File: src/rtl/wbs_pkg.sv
// Shared definitions for the writeback scheduler.
// Assumes a single register-file write port and two instruction lengths.
package wbs_pkg;

    // How a collision on the write port is avoided.
    typedef enum logic {
        WB_STALL = 1'b0,
        WB_PAD   = 1'b1
    } wb_mode_e;

    // Slot index an instruction takes when it enters the schedule,
    // given its stage count: stage 1 is the issue cycle, and the
    // slot shift at the issue edge uses one more.
    function automatic int entry_slot(input int stages);
        return stages - 2;
    endfunction

endpackage

File: src/rtl/wbs_issue_ctrl.sv
// Issue control: decides whether the offered instruction may start
// this cycle, and which write slot it will occupy.
// Assumes slot_busy reflects the schedule before this cycle's shift,
// so slot k+1 now becomes slot k after the edge.
module wbs_issue_ctrl
    import wbs_pkg::*;
#(
    parameter int LOAD_STAGES = 5,
    parameter int ALU_STAGES  = 4,
    localparam int NSLOT      = LOAD_STAGES - 1,
    localparam int POS_W      = $clog2(NSLOT + 1)
) (
    input  logic             clk,
    input  logic             rst_n,
    input  logic             mode_pad,
    input  logic             in_valid,
    input  logic             in_is_load,
    input  logic [NSLOT-1:0] slot_busy,
    output logic             in_ready,
    output logic             ins_valid,
    output logic [POS_W-1:0] ins_pos,
    output logic             bubble
);

    localparam int LOAD_POS = entry_slot(LOAD_STAGES);
    localparam int ALU_POS  = entry_slot(ALU_STAGES);

    logic [NSLOT:0]   busy_ext;
    logic [POS_W-1:0] target;
    logic             clash;

    // Purpose: pick the write slot from the kind and the mode.
    always_comb begin
        if (in_is_load || (wb_mode_e'(mode_pad) == WB_PAD)) begin
            target = POS_W'(LOAD_POS);
        end else begin
            target = POS_W'(ALU_POS);
        end
    end

    // Purpose: detect a slot already taken once the schedule shifts.
    always_comb begin
        busy_ext = {1'b0, slot_busy};
        clash    = busy_ext[POS_W'(target + 1'b1)];
    end

    // Purpose: handshake and stall outputs.
    always_comb begin
        in_ready  = rst_n && !clash;
        ins_valid = in_valid && in_ready;
        ins_pos   = target;
        bubble    = rst_n && in_valid && clash;
    end

    // padding mode never holds the source back
    p_pad_no_stall_r5: assert property (@(posedge clk) disable iff (!rst_n)
        mode_pad |-> in_ready);

    // a stall cycle never also accepts the instruction
    p_bubble_no_issue_r4: assert property (@(posedge clk) disable iff (!rst_n)
        bubble |-> !ins_valid);

endmodule

File: src/rtl/wbs_slot_track.sv
// Slot tracker: one entry per remaining cycle before writeback.
// Slot 0 is the instruction writing this cycle. Every edge moves each
// entry one slot down, and the newly issued instruction is placed at
// ins_pos. Assumes issue control never targets an occupied slot.
module wbs_slot_track #(
    parameter int TAG_W       = 4,
    parameter int LOAD_STAGES = 5,
    localparam int NSLOT      = LOAD_STAGES - 1,
    localparam int POS_W      = $clog2(NSLOT + 1)
) (
    input  logic             clk,
    input  logic             rst_n,
    input  logic             ins_valid,
    input  logic [POS_W-1:0] ins_pos,
    input  logic [TAG_W-1:0] ins_tag,
    output logic [NSLOT-1:0] slot_busy,
    output logic             wb_en,
    output logic [TAG_W-1:0] wb_tag
);

    logic [NSLOT-1:0] v_q;
    logic [TAG_W-1:0] tag_q [NSLOT];
    logic [NSLOT:0]   v_ext;
    logic [TAG_W-1:0] t_ext [NSLOT+1];
    logic [NSLOT-1:0] v_nxt;
    logic [TAG_W-1:0] t_nxt [NSLOT];

    // Purpose: extend the schedule with an always-empty slot on top.
    always_comb begin
        v_ext = {1'b0, v_q};
        t_ext[NSLOT] = '0;
        for (int i = 0; i < NSLOT; i++) begin
            t_ext[i] = tag_q[i];
        end
    end

    // Purpose: shift every entry down one slot and insert the new one.
    always_comb begin
        for (int i = 0; i < NSLOT; i++) begin
            v_nxt[i] = v_ext[i+1];
            t_nxt[i] = t_ext[i+1];
            if (ins_valid && (ins_pos == POS_W'(i))) begin
                v_nxt[i] = 1'b1;
                t_nxt[i] = ins_tag;
            end
        end
    end

    // Purpose: slot registers, cleared by reset.
    always_ff @(posedge clk) begin
        if (!rst_n) begin
            v_q <= '0;
        end else begin
            v_q <= v_nxt;
        end
        for (int i = 0; i < NSLOT; i++) begin
            tag_q[i] <= t_nxt[i];
        end
    end

    assign slot_busy = v_q;
    assign wb_en     = v_q[0];
    assign wb_tag    = tag_q[0];

    // an insertion never lands on a slot still holding an entry
    p_slot_free_r6: assert property (@(posedge clk) disable iff (!rst_n)
        ins_valid |-> !v_ext[POS_W'(ins_pos + 1'b1)]);

endmodule

File: src/rtl/wbs_perf_cnt.sv
// Event counters for issue, stall and write events.
// Counters wrap at their width. Assumes each event input is one pulse
// per cycle.
module wbs_perf_cnt #(
    parameter int CNT_W = 16
) (
    input  logic             clk,
    input  logic             rst_n,
    input  logic             ev_issue,
    input  logic             ev_bubble,
    input  logic             ev_write,
    output logic [CNT_W-1:0] cnt_issued,
    output logic [CNT_W-1:0] cnt_bubbles,
    output logic [CNT_W-1:0] cnt_writes
);

    // Purpose: count the three events.
    always_ff @(posedge clk) begin
        if (!rst_n) begin
            cnt_issued  <= '0;
            cnt_bubbles <= '0;
            cnt_writes  <= '0;
        end else begin
            cnt_issued  <= cnt_issued  + CNT_W'(ev_issue);
            cnt_bubbles <= cnt_bubbles + CNT_W'(ev_bubble);
            cnt_writes  <= cnt_writes  + CNT_W'(ev_write);
        end
    end

    // a stall cycle is never also counted as an issue
    p_stall_not_issue_r8: assert property (@(posedge clk) disable iff (!rst_n)
        ev_bubble |-> !ev_issue);

endmodule

File: src/rtl/wbs_writeback_sched.sv
// Top of the writeback port conflict scheduler.
// Accepts one instruction per cycle over valid/ready. Keeps the
// register write port free of double grants by stalling or padding,
// as selected by mode_pad. Assumes the source holds its offer stable
// while in_ready is low.
module wbs_writeback_sched #(
    parameter int TAG_W       = 4,
    parameter int CNT_W       = 16,
    parameter int LOAD_STAGES = 5,
    parameter int ALU_STAGES  = 4
) (
    input  logic             clk,
    input  logic             rst_n,
    input  logic             mode_pad,
    input  logic             in_valid,
    output logic             in_ready,
    input  logic [TAG_W-1:0] in_tag,
    input  logic             in_is_load,
    output logic             wb_en,
    output logic [TAG_W-1:0] wb_tag,
    output logic [CNT_W-1:0] cnt_issued,
    output logic [CNT_W-1:0] cnt_bubbles,
    output logic [CNT_W-1:0] cnt_writes
);

    localparam int NSLOT = LOAD_STAGES - 1;
    localparam int POS_W = $clog2(NSLOT + 1);

    logic [NSLOT-1:0] slot_busy;
    logic             ins_valid;
    logic [POS_W-1:0] ins_pos;
    logic             bubble;

    wbs_issue_ctrl #(
        .LOAD_STAGES (LOAD_STAGES),
        .ALU_STAGES  (ALU_STAGES)
    ) u_issue (
        .clk        (clk),
        .rst_n      (rst_n),
        .mode_pad   (mode_pad),
        .in_valid   (in_valid),
        .in_is_load (in_is_load),
        .slot_busy  (slot_busy),
        .in_ready   (in_ready),
        .ins_valid  (ins_valid),
        .ins_pos    (ins_pos),
        .bubble     (bubble)
    );

    wbs_slot_track #(
        .TAG_W       (TAG_W),
        .LOAD_STAGES (LOAD_STAGES)
    ) u_track (
        .clk       (clk),
        .rst_n     (rst_n),
        .ins_valid (ins_valid),
        .ins_pos   (ins_pos),
        .ins_tag   (in_tag),
        .slot_busy (slot_busy),
        .wb_en     (wb_en),
        .wb_tag    (wb_tag)
    );

    wbs_perf_cnt #(
        .CNT_W (CNT_W)
    ) u_cnt (
        .clk         (clk),
        .rst_n       (rst_n),
        .ev_issue    (ins_valid),
        .ev_bubble   (bubble),
        .ev_write    (wb_en),
        .cnt_issued  (cnt_issued),
        .cnt_bubbles (cnt_bubbles),
        .cnt_writes  (cnt_writes)
    );

    // Latency checks, written for the default stage counts only.
    if (LOAD_STAGES == 5 && ALU_STAGES == 4) begin : g_lat_chk
        // a load writes four cycles after it is accepted
        p_load_latency_r2: assert property (@(posedge clk) disable iff (!rst_n)
            (in_valid && in_ready && in_is_load) |->
                ##4 (wb_en && (wb_tag == $past(in_tag, 4))));

        // an unpadded short instruction writes three cycles later
        p_alu_latency_r3: assert property (@(posedge clk) disable iff (!rst_n)
            (in_valid && in_ready && !in_is_load && !mode_pad) |->
                ##3 (wb_en && (wb_tag == $past(in_tag, 3))));

        // a padded short instruction writes four cycles later
        p_pad_latency_r5: assert property (@(posedge clk) disable iff (!rst_n)
            (in_valid && in_ready && !in_is_load && mode_pad) |->
                ##4 (wb_en && (wb_tag == $past(in_tag, 4))));
    end

endmodule

File: config.mk
export PLATFORM = sky130hd
export DESIGN_NAME = wbs_writeback_sched
export DESIGN_NICKNAME = d
export VERILOG_FILES = /design/src/rtl/wbs_pkg.sv /design/src/rtl/wbs_issue_ctrl.sv /design/src/rtl/wbs_slot_track.sv /design/src/rtl/wbs_perf_cnt.sv /design/src/rtl/wbs_writeback_sched.sv
export SDC_FILE = /design/constraint.sdc
export NUM_CORES = 1
export LEC_CHECK = 0
export BUFFER_PORTS_ARGS = -buffer_cell sky130_fd_sc_hd__buf_2
export CORE_MARGIN = 2
export CORE_UTILIZATION = 53
export DETAILED_ROUTE_END_ITERATION = 10
export PLACE_DENSITY = 0.75
export REMOVE_ABC_BUFFERS = 1
export SYNTH_ARGS = -nofsm -noshare
export SYNTH_HDL_FRONTEND = slang
export SYNTH_SLANG_ARGS = --single-unit
File: constraint.sdc
create_clock -name clk -period 2 [get_ports clk]
set_input_delay 0.2 -clock clk [delete_from_list [all_inputs] [get_ports clk]]
set_output_delay 0.2 -clock clk [all_outputs]
set_load 0.05 [all_outputs]
Yosys cells after proc, flatten, opt, wreduce, memory -nomap -nowiden:

Memory sizes are Yosys's and may differ from the RTL's.
Cells that the tools add are included.

* bits in writable memories: 16
* register bits: 52
* output and inout port bits: 54
* word-level logic and storage cells: 35
* bits of input ports: 9
* memories kept: 1

Memories
* u_track.tag_q: words 4, bits a word 4, rd ports 4, clocked after Yosys merged registers in 0, wr ports 4, RTL line wbs_slot_track.sv:22 `logic [TAG_W-1:0] tag_q [NSLOT];`

* $add $sub $neg: 4
* eq/ne operators: 3
* multiplexer cells: 11
* reductions and logical operators: 11
* $lt $le $gt $ge: 1

Operators by type and width (number)
* $add A16 B1 Y16: 3
* $mux W4: 4
* $logic_and A1 B1 Y1: 8
* $mux W1: 6
* $eq A2 B2 Y1 const B: 2
* $lt A3 B4 Y1 const B: 1
* $add A3 B1 Y3 const B: 1
* $bmux W1 S3: 1
* $logic_not A3 Y1: 1
* $eq A2 B1 Y1 const B: 1
* $logic_not A1 Y1: 1
* $logic_or A1 B1 Y1: 1

Logic depth before layout (Yosys ltp):

* depth in word-level cells: 10
* mapped depth: 9
* gate-level depth less buffers: 9

Hierarchy:

Synthesis repeated with hierarchy kept, for this count alone.

* cell total of the unflattened synthesis: 283
* area total of the unflattened synthesis: 2925.3 um^2

Modules (own cells, without submodules)
* wbs_perf_cnt: area each 2205.9 um^2, sequential area each 960.9 um^2, cells each 228, instances 1
* wbs_slot_track: area each 655.6 um^2, sequential area each 400.4 um^2, cells each 45, instances 1
* wbs_issue_ctrl: area each 63.8 um^2, sequential area each 0.0 um^2, cells each 10, instances 1

Worst setup path after synthesis:

OpenSTA, ideal clock, no wires.

* path kind: register to register
* start point: reg u_cnt.cnt_writes[0]
* end point: reg u_cnt.cnt_writes[12]
* arrival: 1788 ps
* library setup time: 115 ps
* stages on the path, launching flop included: 7
* buffers on the path: 0
* required time: 1885 ps
* period minus slack after synthesis: 1902 ps
* slack: 98 ps
* path through: dfxtp_1 > ha_1 > ha_1 > inv_1 > nor4_2 > xor2_1 > and2_1

* word-level cells in the longest chain between the ends: 1

RTL lines
* start: declaration: RTL line wbs_perf_cnt.sv:14 `output logic [CNT_W-1:0] cnt_writes`
* start signal: assignment: RTL line wbs_perf_cnt.sv:26 `cnt_writes <= cnt_writes + CNT_W'(ev_write);`
* $add A16 B1 Y16: RTL line wbs_perf_cnt.sv:26

No other way between the ends.
A chain may end at the register's enable or synchronous reset.

Worst setup path in the final report:

* start point: reg u_track.v_q[3] (netlist: u_track.slot_busy[3])
* end point: reg u_cnt.cnt_issued[14]

* word-level cells in the longest chain between the ends: 6

RTL lines
* start: declaration: RTL line wbs_slot_track.sv:21 `logic [NSLOT-1:0] v_q;`
* start signal: assignment: RTL line wbs_slot_track.sv:54 `v_q <= v_nxt;`
* $bmux W1 S3: RTL line wbs_issue_ctrl.sv:44 `clash = busy_ext[POS_W'(target + 1'b1)];`
* $mux W1 (not written as such): RTL line wbs_issue_ctrl.sv:44
* $logic_not A1 Y1: RTL line wbs_issue_ctrl.sv:49 `in_ready = rst_n && !clash;`
* $logic_and A1 B1 Y1: RTL line wbs_issue_ctrl.sv:49
* $logic_and A1 B1 Y1: RTL line wbs_issue_ctrl.sv:50 `ins_valid = in_valid && in_ready;`
* $add A16 B1 Y16: RTL line wbs_perf_cnt.sv:24 `cnt_issued <= cnt_issued + CNT_W'(ev_issue);`
* end signal: assignment: RTL line wbs_perf_cnt.sv:24
* end: declaration: RTL line wbs_perf_cnt.sv:12 `output logic [CNT_W-1:0] cnt_issued,`

No other way between the ends. The select of a mux whose other input is x is not followed.

==> qor.yml <==
cpPeakStageDelay_ps: 350
dr_wl_met2_mm: 2.37
max_slew.worst_pin.slew_ps: 411
start_util: 0.548
htreeDepth: 3
drt-pass1-iter-count: 4
fmax_mhz: 555
period_needed_ps: 1800
crit_chain: "a21oi_1, ha_1, ha_1, nand2_1, nor4_2, xor2_1, and2_1"
cts_hold_buffers: 0
worstSetupPathType: "register to register"
placedCellCount: 396
clk_pin_slew_ps: 80
rr_worst_depth: 7
cts_root_buf: "clkbuf_8"
hold_violations: 0
m1WireLength_mm: 2.34
hold_path_class: "input pin to register"
crit_buf_inv: 0
r2r_end: "u_cnt.cnt_issued[14]"
fin_crit_sh: 0.901
synth_cells: 266
hpwl_mm: 3.44
wl_met3_um: 282
core_um2: 5070
port_buffers: 62
synth_area_um2: 2780
maxCapViolCount: 0
power.density_nw_per_um2: 831
n_antenna_cell: 0
clkLatencyLatePin_ps: 340
tns_ps: 0
status: "finished, final reports clean"
drt_iter0_drc: 75
nets: 352
r2r-start: "u_track.slot_busy[3]"
fin_worst_skew_ps: 8.35
crit_path_frequent_cell: "ha_1"
std_cell_rows: 26
slew_headroom: 0.726
tritoncts: "yes"
cp_slowest_cell: "dfxtp_1"
netlist-cell-type-count: 29
ir_worst_vdd_v: 0.000565
min_to: "u_track.tag_q[3][3]"
syn_area_per_cell_um2: 10.4
die_h_um: 76.4
layoutNonFillerInstCount: 412
worst_path_dominant_cell_family: "simple AND/OR/NAND/NOR gates"
die_w_um: 76.4
grt_pass1_vias: 1946
slew_viol_final: 0
rsz0062_at_grt: "no"
overflow: 0
antenna_found_initial: 0
seq_area_frac_synth: 0.490
p_leak_nw: 1.60
worst_ep_required_time_ps: 2240
cts_buffers: 9
cts_buffer_depth: 2
cts.repair.resized: 0
min_path_cells: 2
cp-start-kind: "register"
wl_mm: 5.07
dr_total_vias: 2064
ios: 63
grt_pass1_wl_mm: 8.85
setup_violations: 0
drive_above_1_share: 0.292
detail-route-antenna-nets: 0
post_cts_buffers: 0
grtUsageTotal: 0.189
die_area_um2: 5840
arrival_ps: 2040
gp_congestion: 0.759
critPathCaptureType: "register"
routed_via_density: 5.01
drcViolationCount: 0
ys_warn_count: 0
grt_max_degree: 55
top_layer_used: "met4"
post_drt_wl_per_cell_um: 12.3
min_from: "in_tag[3]"
clock-sinks: 68
worstPathMaxFanout: 6
yosys_register_bits: 68
r2r_slack_ps: 200
syn_to_final_growth_pct: 23.5
==> sequential cells by signal, indices dropped and copies added (netlist names) <==
name and count:
u_cnt.cnt_issued 16, u_cnt.cnt_writes 16, u_cnt.cnt_bubbles 16, u_track.slot_busy 4
u_track.tag_q 16
==> report_power, final <==
part | internal [W] | total, W | switching, W
clock network | 0.000836 | 0.00138 | 0.000547
registers | 0.00137 | 0.00138 | 0.00000675
logic | 0.0000270 | 0.0000877 | 0.0000607
==> per-stage QoR <==
stage	hold WS, ps	area [µm²]	power, W	util	setup slack, ps
after CTS	55.8	3430	0.00288	0.676	175
after floorplan	310	2760	0.00146	-	97.6
final	69.3	3430	0.00285	0.676	197
after global routing	69.0	3430	0.00294	0.676	58.5
after global placement	312	3180	0.00150	0.627	200
after detailed placement	312	3180	0.00150	0.627	117
==> final cells by class <==
type	count	area (µm²)
well taps	70	87.6
clock buffers	9	124
multi-input cells	187	1380
inverters	5	18.8
clock inverters	7	124
flip-flops and latches	68	1360
fillers	431	1640
repair buffers	66	340
==> worst max path at each step <==
stage,start,to,slack [ps],cells after the start
floorplan,u_cnt.cnt_writes[0],u_cnt.cnt_writes[12],100,6
detailed placement,mode_pad,u_cnt.cnt_bubbles[14],120,10
finish,u_track.slot_busy[3],u_cnt.cnt_issued[14],200,7
CTS,u_track.slot_busy[3],u_cnt.cnt_issued[14],170,7
global placement,mode_pad,u_cnt.cnt_issued[14],200,9
global route,u_track.slot_busy[3],u_cnt.cnt_issued[14],60,7
==> routing by layer <==
| metal | up-vias | GRT usage |
|---|---|---|
| met1 | 946 | 0.238 |
| met3 | 6 | 0.0438 |
| met5 | - | 0 |
| li1 | 1058 | - |
| met2 | 54 | 0.295 |
| met4 | 0 | 0.111 |
==> worst register-to-register path, stage by stage, from the launching register on <==
cell and delay [ps]:
dfxtp_1 350, a21oi_1 160, ha_1 190, ha_1 210, nand2_1 190, nor4_2 350
xor2_1 100, and2_1 160
==> Yosys cell counts (all sizes together) <==
| library cell | instances | area [µm²] |
|---|---|---|
| inv | 5 | 18.8 |
| nor3 | 7 | 35.0 |
| nor4 | 12 | 140 |
| or3 | 4 | 25.0 |
| a21oi | 1 | 5.00 |
| and3 | 1 | 6.26 |
| xor2 | 18 | 158 |
| clkbuf | 5 | 18.8 |
| mux2i | 1 | 10.0 |
| nand3 | 15 | 75.1 |
| nor2 | 5 | 18.8 |
| buf | 1 | 5.00 |
| dfxtp | 68 | 1360 |
| ha | 6 | 75.1 |
| o21ai | 5 | 25.0 |
| nand3b | 1 | 7.51 |
| and2 | 50 | 313 |
| xnor2 | 18 | 158 |
| o21a | 1 | 7.51 |
| a21boi | 4 | 30.0 |
| nand2 | 16 | 60.1 |
| and4 | 3 | 27.5 |
| mux2 | 4 | 45.0 |
| nand4 | 14 | 148 |
| nand2b | 1 | 6.26 |
==> kinds of logic after synthesis <==
logic type,count (synthesis),synth area share
adder cells (fa/ha/maj),6,0.0270
multiplexers,5,0.0198
XOR/XNOR,36,0.113
AO/OA/AOI/OAI,11,0.0243
buffers and inverters,11,0.0153
AND/OR/NAND/NOR,129,0.310
flip-flops,68,0.490
==> cells in the final DEF (no fill, tap or decap), types with 8 or more instances in the layout <==
cell,count
nand3_1,15
dfxtp_1,68
buf_2,62
nand4_1,10
xnor2_1,18
nor4_2,8
and2_1,50
nand2_1,16
xor2_1,18
clkbuf_8,9
Note: power is estimated with default switching activity, not from simulation.
